[config.mk]
export PLATFORM = sky130hd
export DESIGN_NAME = intc_top
export DESIGN_NICKNAME = d
export VERILOG_FILES = /design/src/rtl/intc_pkg.sv /design/src/rtl/intc_src_cell.sv /design/src/rtl/intc_mask_regs.sv /design/src/rtl/intc_vec_enc.sv /design/src/rtl/intc_top.sv
export SDC_FILE = /design/constraint.sdc
export NUM_CORES = 1
export LEC_CHECK = 0
export BUFFER_PORTS_ARGS = -buffer_cell sky130_fd_sc_hd__buf_2
export CELL_PAD_IN_SITES_DETAIL_PLACEMENT = 1
export CELL_PAD_IN_SITES_GLOBAL_PLACEMENT = 1
export CORE_MARGIN = 5
export CORE_UTILIZATION = 40
export CTS_BUF_LIST = sky130_fd_sc_hd__clkbuf_8 sky130_fd_sc_hd__clkbuf_16
export DETAILED_ROUTE_END_ITERATION = 7
export GPL_TIMING_DRIVEN = 0
export PLACE_DENSITY_LB_ADDON = 0.1
export SLEW_MARGIN = 20
export SYNTH_ARGS = -nofsm -noshare
export SYNTH_HDL_FRONTEND = slang
export SYNTH_SLANG_ARGS = --single-unit
[constraint.sdc]
create_clock -name clk -period 3.5 [get_ports clk]
set_input_delay 0.175 -clock clk [delete_from_list [all_inputs] [get_ports clk]]
set_output_delay 0.175 -clock clk [all_outputs]
set_load 0.02 [all_outputs]
[src/rtl/intc_pkg.sv]
package intc_pkg;

    localparam int DATA_W = 32;
    localparam int SEL_W  = 3;

    // Word index of each register; the byte offset is four times the index.
    typedef enum logic [SEL_W-1:0] {
        SEL_STATUS = 3'd0,
        SEL_PEND   = 3'd1,
        SEL_ENABLE = 3'd2,
        SEL_ACK    = 3'd3,
        SEL_SETEN  = 3'd4,
        SEL_CLREN  = 3'd5,
        SEL_VECTOR = 3'd6,
        SEL_MASTER = 3'd7
    } reg_sel_e;

endpackage

[src/rtl/intc_src_cell.sv]
// One request line: CLEAR/HELD status cell with an edge or level front end.
module intc_src_cell #(
    parameter bit IS_EDGE = 1'b0
) (
    input  logic clk,
    input  logic rst_n,
    input  logic req,
    input  logic ack,
    output logic flag
);
    logic hit;

    generate
        if (IS_EDGE) begin : g_edge
            logic req_q;
            always_ff @(posedge clk or negedge rst_n) begin
                if (!rst_n) req_q <= 1'b0;
                else        req_q <= req;
            end
            assign hit = req & ~req_q;
        end else begin : g_level
            assign hit = req;
        end
    endgenerate

    // SET wins over ACK in the same cycle.
    always_ff @(posedge clk or negedge rst_n) begin
        if (!rst_n) flag <= 1'b0;
        else        flag <= hit | (flag & ~ack);
    end
endmodule

[src/rtl/intc_mask_regs.sv]
// Enable mask with direct, set and clear writes, plus the two-bit master enable.
module intc_mask_regs
    import intc_pkg::*;
#(
    parameter int N_IN = 8
) (
    input  logic              clk,
    input  logic              rst_n,
    input  logic              wr_en,
    input  reg_sel_e          sel,
    input  logic [DATA_W-1:0] wdata,
    output logic [DATA_W-1:0] enable,
    output logic [1:0]        master
);
    localparam logic [DATA_W:0]   ONES_WIDE = (33'd1 << N_IN) - 33'd1;
    localparam logic [DATA_W-1:0] VALID     = ONES_WIDE[DATA_W-1:0];

    always_ff @(posedge clk or negedge rst_n) begin
        if (!rst_n) begin
            enable <= '0;
            master <= 2'b00;
        end else if (wr_en) begin
            unique case (sel)
                SEL_ENABLE: enable <= wdata & VALID;
                SEL_SETEN:  enable <= (enable | wdata) & VALID;
                SEL_CLREN:  enable <= enable & ~wdata;
                SEL_MASTER: master <= wdata[1:0];
                default:    ;
            endcase
        end
    end
endmodule

[src/rtl/intc_vec_enc.sv]
// Lowest-index encoder; all ones when no input is set.
module intc_vec_enc #(
    parameter int N_IN  = 8,
    parameter int OUT_W = 32
) (
    input  logic [N_IN-1:0]  pend,
    output logic [OUT_W-1:0] vec
);
    always_comb begin
        vec = '1;
        for (int i = N_IN - 1; i >= 0; i--) begin
            if (pend[i]) vec = OUT_W'(i);
        end
    end
endmodule

[src/rtl/intc_top.sv]
module intc_top
    import intc_pkg::*;
#(
    parameter int          N_IN      = 8,
    parameter logic [31:0] KIND_MASK = 32'h0000_FF0F
) (
    input  logic              clk,
    input  logic              rst_n,
    input  logic [SEL_W-1:0]  reg_addr,
    input  logic              wr_en,
    input  logic              rd_en,
    input  logic [DATA_W-1:0] wdata,
    output logic [DATA_W-1:0] rdata,
    input  logic [N_IN-1:0]   irq_in,
    output logic              irq_out
);
    localparam logic [N_IN-1:0] KIND_USED = KIND_MASK[N_IN-1:0];

    reg_sel_e          sel;
    logic [N_IN-1:0]   ack_vec;
    logic [N_IN-1:0]   status;
    logic [N_IN-1:0]   pending;
    logic [DATA_W-1:0] enable;
    logic [1:0]        master;
    logic [DATA_W-1:0] vec_idx;

    assign sel     = reg_sel_e'(reg_addr);
    assign ack_vec = (wr_en && sel == SEL_ACK) ? wdata[N_IN-1:0] : '0;

    generate
        for (genvar g = 0; g < N_IN; g++) begin : g_src
            intc_src_cell #(.IS_EDGE(KIND_USED[g])) u_cell (
                .clk  (clk),
                .rst_n(rst_n),
                .req  (irq_in[g]),
                .ack  (ack_vec[g]),
                .flag (status[g])
            );
        end
    endgenerate

    intc_mask_regs #(.N_IN(N_IN)) u_mask (
        .clk   (clk),
        .rst_n (rst_n),
        .wr_en (wr_en),
        .sel   (sel),
        .wdata (wdata),
        .enable(enable),
        .master(master)
    );

    assign pending = status & enable[N_IN-1:0];

    intc_vec_enc #(.N_IN(N_IN), .OUT_W(DATA_W)) u_vec (
        .pend(pending),
        .vec (vec_idx)
    );

    assign irq_out = (|pending) & master[0] & master[1];

    always_comb begin
        rdata = '0;
        if (rd_en) begin
            unique case (sel)
                SEL_STATUS: rdata = DATA_W'(status);
                SEL_PEND:   rdata = DATA_W'(pending);
                SEL_ENABLE: rdata = enable;
                SEL_ACK:    rdata = '0;
                SEL_SETEN:  rdata = '0;
                SEL_CLREN:  rdata = '0;
                SEL_VECTOR: rdata = vec_idx;
                SEL_MASTER: rdata = {{(DATA_W-2){1'b0}}, master};
            endcase
        end
    end
endmodule

### Word-level counts from Yosys, hierarchy flattened

Cells that the tools add are included.

| word-level totals | value |
|---|---|
| register bits after elaboration | 46 |
| bits of input ports | 47 |
| word-level logic and storage cells | 78 |

| operators by class | value |
|---|---|
| reduce and logical (&&, ||, !) cells | 7 |
| mux-type cells | 12 |
| bitwise logic cells | 38 |
| equal/unequal tests | 7 |

Operators by type and width:

| kind | number |
|---|---|
| 32-bit two-way mux | 9 |
| 32-bit one-hot mux with 6 select lines | 1 |
| 32-bit one-hot mux with 3 select lines | 1 |
| 32-bit bitwise AND | 1 |
| 32-bit inverter | 1 |
| 1-bit bitwise AND | 14 |
| 3-bit equality test (second input constant) | 4 |
| 1-bit inverter | 12 |
| 8-bit bitwise AND | 1 |
| 8-bit two-way mux | 1 |
| 1-bit bitwise OR | 8 |
| 8-bit bitwise OR | 1 |
| 8-bit OR reduction | 1 |
| 3-bit by 2-bit equality test with 1-bit output (second input constant) | 2 |
| 2-bit AND reduction | 2 |
| 3-bit by 1-bit equality test with 1-bit output (second input constant) | 1 |
| 3-bit zero test | 1 |
| 3-bit nonzero test | 1 |
| 3-bit OR reduction | 1 |
| 1-bit logical AND | 1 |

### Depth between registers and ports, before layout

Gate-level depths: netlist (run 1).

| depth | value |
|---|---|
| depth in word-level cells | 11 |
| depth in mapped cells | 7 |

### Modules after synthesis

A second synthesis (run 1) with hierarchy kept.

| second synthesis, totals | value |
|---|---|
| cells, all modules | 367 |
| area, all modules | 3248.1 µm² |

By module, submodules not included:

| module | area each (µm²) | cells each | sequential area each (µm²) | instances |
|---|---|---|---|---|
| intc_mask_regs | 1702.9 | 169 | 850.8 | 1 |
| intc_top | 847.1 | 127 | 0.0 | 1 |
| intc_src_cell (g_src[0].u_cell ...) | 70.1 | 5 | 50.0 | 4 |
| intc_vec_enc | 272.8 | 39 | 0.0 | 1 |
| intc_src_cell (g_src[4].u_cell ...) | 36.3 | 3 | 25.0 | 4 |

### Least setup slack after synthesis (run 1)

OpenSTA, ideal clock, no wires.

| timing path | value |
|---|---|
| path type | register to output |
| from | register u_mask.enable[5] |
| to | output rdata[6] |
| arrival | 1.870 ns |
| path slack | 1.455 ns |
| cell stages (with the launch flop) | 6 |
| path through | dfrtp_1 > a22o_1 > a221o_1 > or3_1 > buf_6 > a31oi_1 |

| on the way | value |
|---|---|
| longest elaborated chain between the ends | 9 |

RTL lines:

| element | line | source |
|---|---|---|
| start, declared | intc_mask_regs.sv:12 | `output logic [DATA_W-1:0] enable,` |
| start signal, assigned | intc_mask_regs.sv:24 | `SEL_ENABLE: enable <= wdata & VALID;` |
| start signal, assigned | intc_mask_regs.sv:25 | `SEL_SETEN: enable <= (enable \| wdata) & VALID;` |
| start signal, assigned | intc_mask_regs.sv:26 | `SEL_CLREN: enable <= enable & ~wdata;` |
| 8-bit bitwise AND | intc_top.sv:52 | `assign pending = status & enable[N_IN-1:0];` |
| 32-bit two-way mux (6 in a row) | intc_vec_enc.sv:12 | `if (pend[i]) vec = OUT_W'(i);` |
| 32-bit one-hot mux with 6 select lines | intc_top.sv:64 | `unique case (sel)` |
| 32-bit two-way mux | intc_top.sv:63 | `if (rd_en) begin` |
| end, declared | intc_top.sv:13 | `output logic [DATA_W-1:0] rdata,` |

No other way between the ends.

### Final worst setup path (run 1)

| timing path | value |
|---|---|
| from | register u_mask.enable[5] |
| to | output rdata[26] |

Same word-level chain as after synthesis.

==> flow_summary.ini, run 1 <==
[critical_path]
cp.arrival_ps = 2310
cp_max_fo = 10
cp-start-kind = register
required_ps = 3320
cp-end-kind = primary output
path_class = register to primary output

[global_routing]
antenna_found_initial = 0
grt_pass1_wl_mm = 13.8
first_global_vias = 2819
track_usage_pct = 20.2
grt_remaining_overflow = 0
grt_max_degree = 47

[power_and_ir_drop]
ir_drop_mv = 0.164
power_mw = 1.14
leakage_nw = 1.52
power_density_nw_per_um2 = 347

[die]
core_um2 = 6390
rows = 29
pin_count = 80
start_util_pct = 41.4
die_w_um = 91.3
die_height_um = 91.3
dieArea_um2 = 8330

[synthesis]
netlist_instances = 311
synth_warnings = 0
yosysTopAreaCell = dfrtp_1
synth_area_per_cell_um2 = 8.50
synth_area_um2 = 2640
seq_area_frac_synth_pct = 43.6
syn-num-nets = 358
ys_types = 35
synth_top_area_share_pct = 43.6
synth-seq-cells = 46
synthTopCellsByArea = dfrtp_1 44%, nand2_1 8.7%, o21a_1 7.1%

[clock_network]
clk_pin_slew_ps = 90
post_cts_resized = 0
clk_path_buf_depth = 2
cts_tree = yes
cts_root_buffer = clkbuf_8
numCtsBuffers = 5
clock_latency_ps = 300
htreeDepth = 2
clock_sinks = 46

[placement]
port-buffer-count = 78
hpwl_mm = 6.11
gp_routability_congestion = 0.884
place_area_um2 = 3130

[route]
drtPass1Iterations = 4
ant_nets = 0
vias = 2601
wl_per_cell_um = 17.0
via_per_inst = 5.43
drt_iter0_drc = 78
postRouteWirelength_mm = 8.16
drc = 0

[sta]
period_share_pct = 71.1
final-hold-violation-count = 0
slew_headroom_pct = 53.0
fmax_mhz = 402
fin_crit_ps = 2490
setup_tns_ps = 0
tightest_slew_ps = 706
skew_ps = 0.683
setup_viol = 0
slew_viol_final = 0
rsz0062_at_grt = false

[cells_and_area]
finalInstanceArea_um2 = 3280
area_growth_pct = 24.0
drive_above_1_share_pct = 30.1
final_cell_mix = 81 x buf_2, 61 x nand2_1, 46 x dfrtp_1, 28 x nor2_1, 25 x o21a_1
antennaDiodeCount = 0
layout.cells.most_common = buf_2
fin_nets = 448

[status]
status = complete, no violations

[worst_hold_path]
hold_path.class = input pin to register

[flow_run]
max-cap-violations = 0
kinds of logic after synthesis:
kind of cell	after synthesis	synth area share [%]
buf+inv	31	6.11
compound gates	120	31.8
xor+xnor	1	0.331
flops	46	43.6
mux	1	0.426
simple gates	112	17.8
routing by layer:
| layer | GRT usage (%) | share of wire, % | vias up |
|---|---|---|---|
| li1 | - | - | 1259 |
| met1 | 25.6 | 42 | 1267 |
| met2 | 34.2 | 51 | 63 |
| met3 | 5.29 | 5.8 | 12 |
| met4 | 5.01 | 1.7 | 0 |
| met5 | 0 | 0 | - |
state kept, by name, summed over array words and instances, names as in the netlist:
name,flops
g_src.u_cell.flag,8
g_src.u_cell.g_edge.req_q,4
u_mask.enable,32
u_mask.master,2
metrics by stage:
| stage | hold WS [ps] | utilization, % | std cells | setup WS, ps |
|---|---|---|---|---|
| after floorplan | -121 | - | 311 | 1450 |
| after global placement | 297 | 49.0 | 466 | 1360 |
| after detailed placement | 299 | 49.0 | 466 | 1340 |
| after CTS | 44.2 | 51.1 | 478 | 1000 |
| after global routing | 33.8 | 51.3 | 479 | 900 |
| final | 46.3 | 51.3 | 479 | 1010 |
where the power goes:
part           switching, mW  total (mW)  internal (mW)
registers             0.0197       0.567          0.548
clock network          0.185       0.344          0.159
logic                  0.140       0.225         0.0857
cell usage after synthesis (all sizes together):
cell / instances
a21o: 6
and3: 2
xor2: 1
o22ai: 2
clkbuf: 12
o221a: 4
nand3: 9
buf: 11
inv: 8
or3: 1
nand2b: 1
a22oi: 1
a31oi: 7
dfrtp: 46
nor3: 1
a221oi: 2
a32o: 2
nor2: 28
a221o: 1
o21ai: 19
a22o: 2
nand2: 61
mux2: 1
a211oi: 6
o21a: 25
and4b: 1
nor2b: 5
a21oi: 43
or2: 2
and2: 1
worst paths after layout:
kind | to | depth (start not counted) | slack [ps] | from
worst max-delay path | rdata[26] | 7 | 1010 | u_mask.enable[5]
worst min-delay path | g_src[6].u_cell.flag | 2 | 50 | irq_in[6]
worst max register to register | u_mask.enable[1] | 2 | 2520 | u_mask.enable[1]
worst min register to register | g_src[2].u_cell.flag | 1 | 420 | g_src[2].u_cell.g_edge.req_q
max in group asynchronous | g_src[7].u_cell.flag | 2 | 2680 | rst_n
min in group asynchronous | g_src[0].u_cell.g_edge.req_q | 2 | 420 | rst_n
worst max-delay path, cell delays in order (launching register included):
cell	delay (ps)
dfrtp_1	440
a22o_1	270
a221o_1	300
or3_1	390
buf_6	150
buf_12	150
a21oi_2	120
buf_2	190
area by class of cell:
cell class                      instances  area, µm²
Tap cell                               77       96.3
Sequential cell                        46       1150
Timing Repair Buffer                   83        443
Inverter                                8       30.0
Multi-Input combinational cell        234       1330
Clock buffer                            6       82.6
Fill cell                             813       3110
Clock inverter                          2       12.5
Buffer                                 23        131
repair_timing:
action	in CTS	in global routing
hold endpoints to repair	4	46
buffers inserted	0	0
hold buffers	4	1
Note: power is estimated with default switching activity, not from simulation.
==> inputs of run 2 (changes only) <==
- ABC_AREA: not set -> 1
- CORE_UTILIZATION: 40 -> 33
- clock period: 3.5 -> 2.2 ns (I/O delays scaled with it)
==> flow_summary.ini, run 2 <==
[cells_and_area]
area_growth_pct = 29.2
largest_reg_flops = 32
top_register = u_mask.enable
layout.cells.most_common = nand2_1
final_cell_mix = 99 x nand2_1, 82 x buf_2, 46 x dfrtp_1, 36 x nor2_1, 26 x inv_1
fin_nets = 469
drive_above_1_share_pct = 27.4
antennaDiodeCount = 0
reg.largest.list = u_mask.enable x32, g_src.u_cell.flag x8, g_src.u_cell.g_edge.req_q x4

[worst_hold_path]
holdCritStartpoint = wdata[4]
hold_path.class = input pin to register

[synthesis]
synth_top_family_by_area = simple AND/OR/NAND/NOR gates
syn-num-nets = 374
seq_area_frac_synth_pct = 45.7
synthTopCellsByArea = dfrtp_1 46%, nand2_1 15%, o21a_1 7.2%
synth_fa_ha_area_share_pct = 0
synth_area_per_cell_um2 = 7.69
ys_types = 25
netlist_instances = 327
yosysTopAreaCell = dfrtp_1
synth_edf_count = 0
synth_top_area_share_pct = 45.7
synth-simple-area-share_pct = 26.1
yosysMostFrequentCell = nand2_1
synth-seq-cells = 46
synthTopCellsByCount = 99 x nand2_1, 46 x dfrtp_1, 36 x nor2_1, 25 x inv_1, 24 x o21a_1
synth_warnings = 0
synth_area_um2 = 2520
synth.area.mux_share_pct = 0
synth_flop_cell = dfrtp_1
synthArstFlopShare_pct = 100
synthXorXnorAreaFrac_pct = 0
synth-compound-area-share_pct = 20.2

[sta]
slew_viol_final = 0
fmax_mhz = 496
fin_crit_ps = 2020
setup_viol = 0
holdWs_ps = 42.4
finalWorstSetupSlack_ps = 183
rsz0062_at_grt = false
tightest_slew_ps = 677
skew_ps = 5.07
period_share_pct = 91.7
final-hold-violation-count = 0
setup_tns_ps = 0
slew_headroom_pct = 54.8

[placement]
hpwl_mm = 5.65
dp_slack_ps = 499
gp_routability_congestion = 0.829
port-buffer-count = 78

[power_and_ir_drop]
p_comb_share_pct = 19.1
power.internal_mw = 1.36
p_switching_uw = 576
pwr-share-seq_pct = 47.9
leakage_nw = 1.74
ir_drop_mv = 0.281
power_density_nw_per_um2 = 596
p_sw_share_pct = 29.7
clock_power_share_pct = 32.9

[critical_path]
cp-start-kind = register
r2r_slack_ps = 1450
required_ps = 2090
r2r-end = g_src[2].u_cell.flag
rr_startpoint = g_src[2].u_cell.flag
reg2regPathDepth = 2
critPathCapture = rdata[27]
cp.arrival_ps = 1910
cp-end-kind = primary output
path_class = register to primary output
cp_max_fo = 10
crit_path_start = g_src[4].u_cell.flag

[route]
drc = 0
vias = 2449
drt_iter0_drc = 49
via_per_inst = 4.69
drtPass1Iterations = 4
wl_per_cell_um = 14.8
ant_nets = 0
postRouteWirelength_mm = 7.72

[clock_network]
post_cts_buffers = 0
numCtsBuffers = 5
clock_sinks = 46
htreeDepth = 2
cts_tree = yes
clk_path_buf_depth = 2
clock_latency_ps = 300
clk_pin_slew_ps = 100
cts_root_buffer = clkbuf_8

[global_routing]
grt_pass1_wl_mm = 13.1
grt_max_degree = 25
first_global_vias = 2631
track_usage_pct = 16.8
antenna_found_initial = 0
grt_remaining_overflow = 0

[die]
core_um2 = 7330
die_height_um = 97.3
start_util_pct = 34.3
rows = 31
die_w_um = 97.3
dieArea_um2 = 9470
pin_count = 80

[flow_run]
max-cap-violations = 0

[status]
status = complete, no violations
## run 2: changes by cell type after synthesis, moves of 5 or more
cell      before  now
o21ai_1        0    6
a21o_1         6    0
a211oi_1       6    0
a31oi_1        7    1
nor2b_1        5    0
inv_1          8   25
a21oi_1       23   17
clkbuf_1      12    5
nand2_1       61   99
nand3_1        9   16
a21oi_2       20   10
nor2_1        28   36
## run 2: worst min-delay path by stage
stage,depth (start not counted),endpoint
finish,3,u_mask.enable[4]
global route,3,u_mask.enable[0]
CTS,3,u_mask.enable[0]
detailed placement,1,g_src[1].u_cell.flag
global placement,1,g_src[1].u_cell.g_edge.req_q
floorplan,0,g_src[0].u_cell.flag
## run 2: per-stage QoR
| step | total power, mW | cells | util [%] | instance area [µm²] |
|---|---|---|---|---|
| floorplan | 1.15 | 327 | - | 2520 |
| global placement | 1.30 | 504 | 41.3 | 3030 |
| detailed placement | 1.31 | 505 | 41.6 | 3050 |
| CTS | 1.97 | 522 | 44.3 | 3250 |
| global route | 2.06 | 522 | 44.3 | 3250 |
| finish | 1.94 | 522 | 44.3 | 3250 |
## run 2: area by class of cell
| class | instances | area [µm²] |
|---|---|---|
| plain buffers | 14 | 91.3 |
| clock inverters | 3 | 41.3 |
| clock buffers | 5 | 68.8 |
| well taps | 99 | 124 |
| fillers | 957 | 4080 |
| flip-flops and latches | 46 | 1150 |
| multi-input cells | 238 | 1160 |
| inverters | 29 | 109 |
| repair buffers | 88 | 500 |
## run 2: logic make-up after synthesis
group                  after synthesis
AOI/OAI and AO/OA                   79
buffers and inverters               43
DFF                                 46
and+or+nand+nor                    159
## run 2: metal layers
metal / wire [µm] / global-route usage (%) / vias to the layer above
met3: 273 / 3.30 / 6
met5: 0 / 0 / -
met1: 3620 / 22.9 / 1158
li1: - / - / 1240
met2: 3780 / 28.3 / 45
met4: 46 / 2.56 / 0
## run 2: repair_timing
action | 4_1_cts | 5_1_grt
resized for setup | 0 | 0
endpoints found under the hold margin | 31 | 0
hold buffers | 9 | 0
## run 2: worst max-delay path, stage by stage, from the launching register on
cell and delay [ps]:
dfrtp_1 420, nand2_1 120, nand2_1 80, nor2_1 170, nand3_1 130, buf_4 200, buf_6 160, a21oi_2 120
buf_2 180
## run 2: power groups by stage
stage               clock [mW]  combinational (mW)  sequential [mW]
detailed placement           0               0.364            0.947
floorplan                    0               0.216            0.935
global route             0.696               0.424            0.937
CTS                      0.661               0.377            0.929
global placement             0               0.352            0.944
finish                   0.638               0.371            0.929
